==> src/rtl/wo_pkg.sv <==
package wo_pkg;
  typedef enum logic [1:0] {
    LN_INV = 2'd0,
    LN_VAL = 2'd1,
    LN_RSV = 2'd2,
    LN_DRT = 2'd3
  } line_st_t;

  typedef enum logic [1:0] {
    BC_NONE  = 2'd0,
    BC_READ  = 2'd1,
    BC_WRITE = 2'd2,
    BC_FLUSH = 2'd3
  } bus_cmd_t;

  typedef enum logic [2:0] {
    CS_IDLE  = 3'd0,
    CS_EVICT = 3'd1,
    CS_FILL  = 3'd2,
    CS_WRITE = 3'd3,
    CS_FLUSH = 3'd4
  } ctl_st_t;
endpackage

==> src/rtl/wo_rst_sync.sv <==
module wo_rst_sync (
  input  logic clk,
  input  logic rst_n_i,
  output logic rst_n_o
);
  logic [1:0] sync_q;

  always_ff @(posedge clk or negedge rst_n_i) begin
    if (!rst_n_i) sync_q <= 2'b00;
    else          sync_q <= {sync_q[0], 1'b1};
  end

  assign rst_n_o = sync_q[1];
endmodule

==> src/rtl/wo_line_store.sv <==
module wo_line_store
  import wo_pkg::*;
#(
  parameter int IDX_W  = 2,
  parameter int TAG_W  = 6,
  parameter int DATA_W = 16
) (
  input  logic              clk,
  input  logic              rst_n,
  input  logic [IDX_W-1:0]  a_idx,
  output line_st_t          a_st,
  output logic [TAG_W-1:0]  a_tag,
  output logic [DATA_W-1:0] a_data,
  input  logic [IDX_W-1:0]  b_idx,
  output line_st_t          b_st,
  output logic [TAG_W-1:0]  b_tag,
  input  logic [IDX_W-1:0]  wr_idx,
  input  logic              st_we,
  input  line_st_t          wr_st,
  input  logic              dat_we,
  input  logic [TAG_W-1:0]  wr_tag,
  input  logic [DATA_W-1:0] wr_data
);
  localparam int LINES = 1 << IDX_W;

  line_st_t          st_all  [LINES];
  logic [TAG_W-1:0]  tag_all [LINES];
  logic [DATA_W-1:0] dat_all [LINES];

  for (genvar g = 0; g < LINES; g++) begin : g_line
    line_st_t          st_r;
    logic [TAG_W-1:0]  tag_r;
    logic [DATA_W-1:0] dat_r;
    logic              hit_w;

    assign hit_w = (wr_idx == IDX_W'(g));

    always_ff @(posedge clk or negedge rst_n) begin
      if (!rst_n)               st_r <= LN_INV;
      else if (st_we && hit_w)  st_r <= wr_st;
    end

    always_ff @(posedge clk) begin
      if (dat_we && hit_w) begin
        tag_r <= wr_tag;
        dat_r <= wr_data;
      end
    end

    assign st_all[g]  = st_r;
    assign tag_all[g] = tag_r;
    assign dat_all[g] = dat_r;
  end

  assign a_st   = st_all[a_idx];
  assign a_tag  = tag_all[a_idx];
  assign a_data = dat_all[a_idx];
  assign b_st   = st_all[b_idx];
  assign b_tag  = tag_all[b_idx];
endmodule

==> src/rtl/wo_lookup.sv <==
module wo_lookup
  import wo_pkg::*;
#(
  parameter int TAG_W = 6
) (
  input  line_st_t         st,
  input  logic [TAG_W-1:0] held_tag,
  input  logic [TAG_W-1:0] req_tag,
  output logic             hit
);
  assign hit = (st != LN_INV) && (held_tag == req_tag);
endmodule

==> src/rtl/wo_ctrl.sv <==
module wo_ctrl
  import wo_pkg::*;
#(
  parameter int IDX_W  = 2,
  parameter int TAG_W  = 6,
  parameter int DATA_W = 16
) (
  input  logic              clk,
  input  logic              rst_n,
  input  logic              cpu_req,
  input  logic              cpu_we,
  input  logic [IDX_W-1:0]  cpu_idx,
  input  logic [TAG_W-1:0]  cpu_tag,
  input  logic [DATA_W-1:0] cpu_wdata,
  output logic [DATA_W-1:0] cpu_rdata,
  output logic              cpu_ready,
  input  logic              snp_valid,
  input  logic              snp_store,
  input  logic [IDX_W-1:0]  snp_idx,
  output logic              snp_abort,
  output logic              bus_valid,
  output bus_cmd_t          bus_cmd,
  output logic [TAG_W+IDX_W-1:0] bus_addr,
  output logic [DATA_W-1:0] bus_wdata,
  input  logic [DATA_W-1:0] bus_rdata,
  input  logic              bus_done,
  output logic [IDX_W-1:0]  a_idx,
  input  line_st_t          a_st,
  input  logic [TAG_W-1:0]  a_tag,
  input  logic [DATA_W-1:0] a_data,
  input  logic              cpu_hit,
  input  line_st_t          b_st,
  input  logic              snp_hit,
  output logic [IDX_W-1:0]  wr_idx,
  output logic              st_we,
  output line_st_t          wr_st,
  output logic              dat_we,
  output logic [TAG_W-1:0]  wr_tag,
  output logic [DATA_W-1:0] wr_data
);
  ctl_st_t          cs_q, cs_d;
  logic [IDX_W-1:0] fl_idx_q;
  logic             fl_store_q;
  logic             fl_cap_en;

  always_comb begin
    cs_d      = cs_q;
    fl_cap_en = 1'b0;
    a_idx     = cpu_idx;
    cpu_ready = 1'b0;
    cpu_rdata = a_data;
    snp_abort = 1'b0;
    bus_valid = 1'b0;
    bus_cmd   = BC_NONE;
    bus_addr  = {cpu_tag, cpu_idx};
    bus_wdata = cpu_wdata;
    wr_idx    = cpu_idx;
    st_we     = 1'b0;
    wr_st     = LN_INV;
    dat_we    = 1'b0;
    wr_tag    = cpu_tag;
    wr_data   = cpu_wdata;
    case (cs_q)
      CS_IDLE: begin
        if (snp_valid) begin
          wr_idx = snp_idx;
          if (snp_hit) begin
            case (b_st)
              LN_VAL: begin
                st_we = snp_store;
                wr_st = LN_INV;
              end
              LN_RSV: begin
                st_we = 1'b1;
                wr_st = snp_store ? LN_INV : LN_VAL;
              end
              LN_DRT: begin
                snp_abort = 1'b1;
                fl_cap_en = 1'b1;
                cs_d      = CS_FLUSH;
              end
              default: ;
            endcase
          end
        end else if (cpu_req) begin
          if (cpu_hit && !cpu_we) begin
            cpu_ready = 1'b1;
          end else if (cpu_hit && a_st != LN_VAL) begin
            cpu_ready = 1'b1;
            st_we     = 1'b1;
            wr_st     = LN_DRT;
            dat_we    = 1'b1;
          end else if (cpu_hit) begin
            cs_d = CS_WRITE;
          end else if (a_st == LN_DRT) begin
            cs_d = CS_EVICT;
          end else begin
            cs_d = cpu_we ? CS_WRITE : CS_FILL;
          end
        end
      end
      CS_EVICT: begin
        bus_valid = 1'b1;
        bus_cmd   = BC_FLUSH;
        bus_addr  = {a_tag, cpu_idx};
        bus_wdata = a_data;
        if (bus_done) cs_d = cpu_we ? CS_WRITE : CS_FILL;
      end
      CS_FILL: begin
        bus_valid = 1'b1;
        bus_cmd   = BC_READ;
        cpu_rdata = bus_rdata;
        if (bus_done) begin
          cpu_ready = 1'b1;
          st_we     = 1'b1;
          wr_st     = LN_VAL;
          dat_we    = 1'b1;
          wr_data   = bus_rdata;
          cs_d      = CS_IDLE;
        end
      end
      CS_WRITE: begin
        bus_valid = 1'b1;
        bus_cmd   = BC_WRITE;
        if (bus_done) begin
          cpu_ready = 1'b1;
          st_we     = 1'b1;
          wr_st     = LN_RSV;
          dat_we    = 1'b1;
          cs_d      = CS_IDLE;
        end
      end
      CS_FLUSH: begin
        a_idx     = fl_idx_q;
        wr_idx    = fl_idx_q;
        bus_valid = 1'b1;
        bus_cmd   = BC_FLUSH;
        bus_addr  = {a_tag, fl_idx_q};
        bus_wdata = a_data;
        if (bus_done) begin
          st_we = 1'b1;
          wr_st = fl_store_q ? LN_INV : LN_VAL;
          cs_d  = CS_IDLE;
        end
      end
      default: cs_d = CS_IDLE;
    endcase
  end

  always_ff @(posedge clk or negedge rst_n) begin
    if (!rst_n) cs_q <= CS_IDLE;
    else        cs_q <= cs_d;
  end

  always_ff @(posedge clk or negedge rst_n) begin
    if (!rst_n) begin
      fl_idx_q   <= '0;
      fl_store_q <= 1'b0;
    end else if (fl_cap_en) begin
      fl_idx_q   <= snp_idx;
      fl_store_q <= snp_store;
    end
  end
endmodule

==> src/rtl/wo_cache.sv <==
module wo_cache
  import wo_pkg::*;
#(
  parameter int ADDR_W = 8,
  parameter int DATA_W = 16,
  parameter int IDX_W  = 2
) (
  input  logic              clk,
  input  logic              rst_n,
  input  logic              cpu_req,
  input  logic              cpu_we,
  input  logic [ADDR_W-1:0] cpu_addr,
  input  logic [DATA_W-1:0] cpu_wdata,
  output logic [DATA_W-1:0] cpu_rdata,
  output logic              cpu_ready,
  output logic              bus_valid,
  output logic [1:0]        bus_cmd,
  output logic [ADDR_W-1:0] bus_addr,
  output logic [DATA_W-1:0] bus_wdata,
  input  logic [DATA_W-1:0] bus_rdata,
  input  logic              bus_done,
  input  logic              snp_valid,
  input  logic              snp_store,
  input  logic [ADDR_W-1:0] snp_addr,
  output logic              snp_abort
);
  localparam int TAG_W = ADDR_W - IDX_W;

  logic              rst_n_s;
  logic [IDX_W-1:0]  cpu_idx, snp_idx, a_idx, wr_idx;
  logic [TAG_W-1:0]  cpu_tag, snp_tag, a_tag, b_tag, wr_tag;
  logic [DATA_W-1:0] a_data, wr_data;
  line_st_t          a_st, b_st, wr_st;
  logic              st_we, dat_we, cpu_hit, snp_hit;
  bus_cmd_t          cmd_w;

  assign cpu_idx = cpu_addr[IDX_W-1:0];
  assign cpu_tag = cpu_addr[ADDR_W-1:IDX_W];
  assign snp_idx = snp_addr[IDX_W-1:0];
  assign snp_tag = snp_addr[ADDR_W-1:IDX_W];
  assign bus_cmd = cmd_w;

  wo_rst_sync u_rst (.clk(clk), .rst_n_i(rst_n), .rst_n_o(rst_n_s));

  wo_line_store #(.IDX_W(IDX_W), .TAG_W(TAG_W), .DATA_W(DATA_W)) u_lines (
    .clk(clk), .rst_n(rst_n_s),
    .a_idx(a_idx), .a_st(a_st), .a_tag(a_tag), .a_data(a_data),
    .b_idx(snp_idx), .b_st(b_st), .b_tag(b_tag),
    .wr_idx(wr_idx), .st_we(st_we), .wr_st(wr_st),
    .dat_we(dat_we), .wr_tag(wr_tag), .wr_data(wr_data)
  );

  wo_lookup #(.TAG_W(TAG_W)) u_cpu_lk (
    .st(a_st), .held_tag(a_tag), .req_tag(cpu_tag), .hit(cpu_hit)
  );

  wo_lookup #(.TAG_W(TAG_W)) u_snp_lk (
    .st(b_st), .held_tag(b_tag), .req_tag(snp_tag), .hit(snp_hit)
  );

  wo_ctrl #(.IDX_W(IDX_W), .TAG_W(TAG_W), .DATA_W(DATA_W)) u_ctrl (
    .clk(clk), .rst_n(rst_n_s),
    .cpu_req(cpu_req), .cpu_we(cpu_we), .cpu_idx(cpu_idx), .cpu_tag(cpu_tag),
    .cpu_wdata(cpu_wdata), .cpu_rdata(cpu_rdata), .cpu_ready(cpu_ready),
    .snp_valid(snp_valid), .snp_store(snp_store), .snp_idx(snp_idx),
    .snp_abort(snp_abort),
    .bus_valid(bus_valid), .bus_cmd(cmd_w), .bus_addr(bus_addr),
    .bus_wdata(bus_wdata), .bus_rdata(bus_rdata), .bus_done(bus_done),
    .a_idx(a_idx), .a_st(a_st), .a_tag(a_tag), .a_data(a_data),
    .cpu_hit(cpu_hit), .b_st(b_st), .snp_hit(snp_hit),
    .wr_idx(wr_idx), .st_we(st_we), .wr_st(wr_st), .dat_we(dat_we),
    .wr_tag(wr_tag), .wr_data(wr_data)
  );
endmodule

==> config.mk <==
export PLATFORM = sky130hd
export DESIGN_NAME = wo_cache
export DESIGN_NICKNAME = d
export VERILOG_FILES = /design/src/rtl/wo_pkg.sv /design/src/rtl/wo_rst_sync.sv /design/src/rtl/wo_line_store.sv /design/src/rtl/wo_lookup.sv /design/src/rtl/wo_ctrl.sv /design/src/rtl/wo_cache.sv
export SDC_FILE = /design/constraint.sdc
export NUM_CORES = 1
export LEC_CHECK = 0
export ABC_CLOCK_PERIOD_IN_PS = 3100
export CAP_MARGIN = 25
export CORE_MARGIN = 2
export CORE_UTILIZATION = 48
export DETAILED_ROUTE_END_ITERATION = 10
export PLACE_DENSITY = 0.73
export SLEW_MARGIN = 20
export SYNTH_ARGS = -nofsm -noshare
export SYNTH_HDL_FRONTEND = slang
export SYNTH_SLANG_ARGS = --single-unit
==> constraint.sdc <==
create_clock -name clk -period 3.1 [get_ports clk]
set_clock_uncertainty 0.05 [all_clocks]
set_input_delay 0.465 -clock clk [delete_from_list [all_inputs] [get_ports clk]]
set_output_delay 0.465 -clock clk [all_outputs]
set_load 0.03 [all_outputs]
==> results.yml <==
yosys:
  syn_area_sq_um: 5590
  yosys-top-cells-count: "edfxtp_1 (88), mux2_2 (51), mux4_2 (28)"
  ys_ff_latch: 104
  avgSynthCellArea_sq_um: 15.0
  synth.area.top_cells: "edfxtp_1 (47%), mux4_2 (11%), mux2_2 (10%)"
  yosys.cell_count.top_type: "edfxtp_1"
  synth_ff_type: "edfxtp_1"
  synth_edf_count: 88
  synthesis.nets: 433
  post_synth_num_cell_types: 45
  synthCells: 374
  seq_area_frac_synth_pct: 54.4
  async_flop_share_pct: 15.4
  synth_area_leader_cell: "edfxtp_1"
  synth_warnings: 0
  synth.top_cell.area_share_pct: 47.3
routing:
  vias: 3914
  wl_mm: 14.4
  vias_per_cell: 5.69
  drt-wirelength-per-cell_um: 20.9
  dr.first_iter.drc_count: 216
  first_pass_iters: 4
  drc: 0
  ant_nets: 0
timing:
  finalHoldViolations: 0
  relSlewSlack_pct: 56.3
  tightest_slew_ns: 0.655
  rsz0062_at_grt: "yes"
  fmaxAchievable_mhz: 312
  layout_setup_ws_ns: -0.109
  holdWs_ns: 0.222
  period_needed_ns: 3.21
  drv_slew: 0
  finalCritPeriodShare_pct: 104
  setup_viol: 57
floorplan:
  dieArea_sq_um: 12500
  fp.dieH_um: 112
  die-width_um: 112
  ios: 100
  initial_core_util_pct: 49.2
  std_cell_rows: 39
  core_sq_um: 11400
finish:
  num-fill-cells: 765
  seqCellArea_sq_um: 3040
  fin_cells: 688
  multi_input_area_sq_um: 2600
  diodes: 0
  layout.nets: 599
  area_delta_synth_final_pct: 43.7
  drive_above_1_share_pct: 47.0
  final_core_util_pct: 70.7
power_and_ir_drop:
  peakVddDrop_uv: 529
  power_per_cell_area_nw_per_um2: 800
  p_leak_nw: 3.02
cts:
  htreeDepth: 3
  clkTransAtPathRegs_ns: 0.07
  clk_latency_ns: 0.34
  root_buffer: "clkbuf_16"
  clockBufferDepth: 2
  cts_hold_buf: 0
  cts.sinks: 104
  cts_buffers: 9
  cts_tree: "yes"
global_route:
  grt_overflow: 0
  track_usage_pct: 23.4
  grt_max_degree: 19
  met2_usage_pct: 41.5
  grt_pass1_wl_mm: 22.5
  grt_pass1_vias: 4148
  met3_usage_pct: 4.35
  use_met1_pct: 30.1
  antenna_found_initial: 0
  grt-busiest-layer: "met2"
hold_path:
  min_path_type: "in2async"
worst_setup_path:
  crit_path_cell_trace: "nor3b_2 -> buf_4 -> mux2i_4 -> buf_12 -> buf_6 -> buf_4 -> mux4_2 -> mux2_2 -> buf_6"
  path_max_fanout: 4
  critPathSlowestCell: "mux4_2"
  worstPathArrival_ns: 2.69
  regToRegSetupSlack_ns: -0.04
  required_ns: 2.58
  critPathKind: "reg2out"
  endpoint_kind: "output port"
  startpoint_type: "register"
  crit_path_max_incr_delay_ns: 0.52
outcome:
  violations: "setup timing"
  status: "complete, but fails checks"
place:
  dp.cells: 645
  hpwl_mm: 9.86
  io_buffers: 99
  finalWeightedCongestion: 0.903
flow_run:
  cap_violations: 0
## final timing paths
check | start | depth (start not counted) | to
max | u_ctrl.cs_q[1]$_DFFE_PN0P_ | 9 | cpu_rdata[6]
min | rst_n | 1 | u_rst.sync_q[1]$_DFF_PN0_
max reg2reg | u_ctrl.fl_idx_q[0]$_DFFE_PN0P_ | 12 | u_lines.g_line[3].tag_r[5]$_DFFE_PP_
min reg2reg | u_rst.sync_q[1]$_DFF_PN0_ | 0 | u_lines.g_line[0].st_r[1]$_DFFE_PN0P_
max in group asynchronous | u_rst.sync_q[1]$_DFF_PN0_ | 0 | u_ctrl.fl_idx_q[0]$_DFFE_PN0P_
min in group clk | u_rst.sync_q[0]$_DFF_PN0_ | 0 | u_rst.sync_q[1]$_DFF_PN0_
## worst max-delay path: cells and delay by family (launching register included)
kind          cells  cell delay (ns)
mux               3             1.09
buf+inv           5             0.69
flops             1             0.39
simple gates      1             0.18
## what timing repair did
item,in CTS,in global routing
buffers inserted,25,2
gates cloned,4,0
resized for setup,255,30
pin swaps,13,7
endpoints found under the setup margin,125,111
## metrics by stage
stage,cell area (sq um),worst slack (ns),power [W],setup TNS (ns)
finish,8040,-0.109,0.00643,-1.71
global route,8040,-0.219,0.00672,-15.03
CTS,7980,-0.155,0.00636,-2.33
detailed placement,7220,-0.392,0.00499,-46.62
global placement,7220,-0.371,0.00493,-45.14
floorplan,5650,0.0155,0.00380,0
## layer usage
metal  routed length, um  part of all wire, %
met2                7410                   52
met4                 197                  1.4
met1                5960                   42
met3                 783                  5.5
met5                   0                    0
## power breakdown
part | switching [W] | internal (W) | total (W)
logic | 0.00178 | 0.00169 | 0.00346
registers | 0.000111 | 0.00179 | 0.00190
clock network | 0.000514 | 0.000553 | 0.00107
total | 0.00240 | 0.00403 | 0.00643
## registers in the layout, summed over array words and instances (netlist names)
register and flops:
u_rst.sync_q 2, u_lines.g_line.dat_r 64, u_lines.g_line.st_r 8, u_ctrl.fl_idx_q 2, u_ctrl.cs_q 3, u_lines.g_line.tag_r 24
u_ctrl.fl_store_q 1
## final cells by class
type | count | share of cell area, %
Inverter | 9 | 0.420
Clock buffer | 9 | 2.80
Tap cell | 143 | 2.23
Sequential cell | 104 | 37.9
Clock inverter | 7 | 0.685
Multi-Input combinational cell | 236 | 32.4
Timing Repair Buffer | 180 | 23.6
## cell usage in the layout (no fill, tap or decap), types with 12 or more instances in the layout
master / n
edfxtp_1: 88
clkdlybuf4s50_1: 58
buf_4: 57
buf_6: 45
mux4_2: 32
mux2_2: 28
mux2_4: 23
nand2_1: 21
nor2_1: 17
a21oi_1: 15
dfrtp_1: 15
mux2i_1: 12
buf_12: 12
## kinds of logic (layout without fill, tap and decap cells)
kind of cell	count (synthesis)	in the layout	synth area share, %
adders and majority gates	4	4	0.895
other	1	1	0.0671
muxes	102	102	26.8
xor gates and xnor gates	14	14	2.19
buffers and inverters	34	205	2.71
and+or+nand+nor	66	66	6.33
AOI/OAI and AO/OA	49	49	6.56
DFF	104	104	54.4
(Power assumes the default switching activity.)
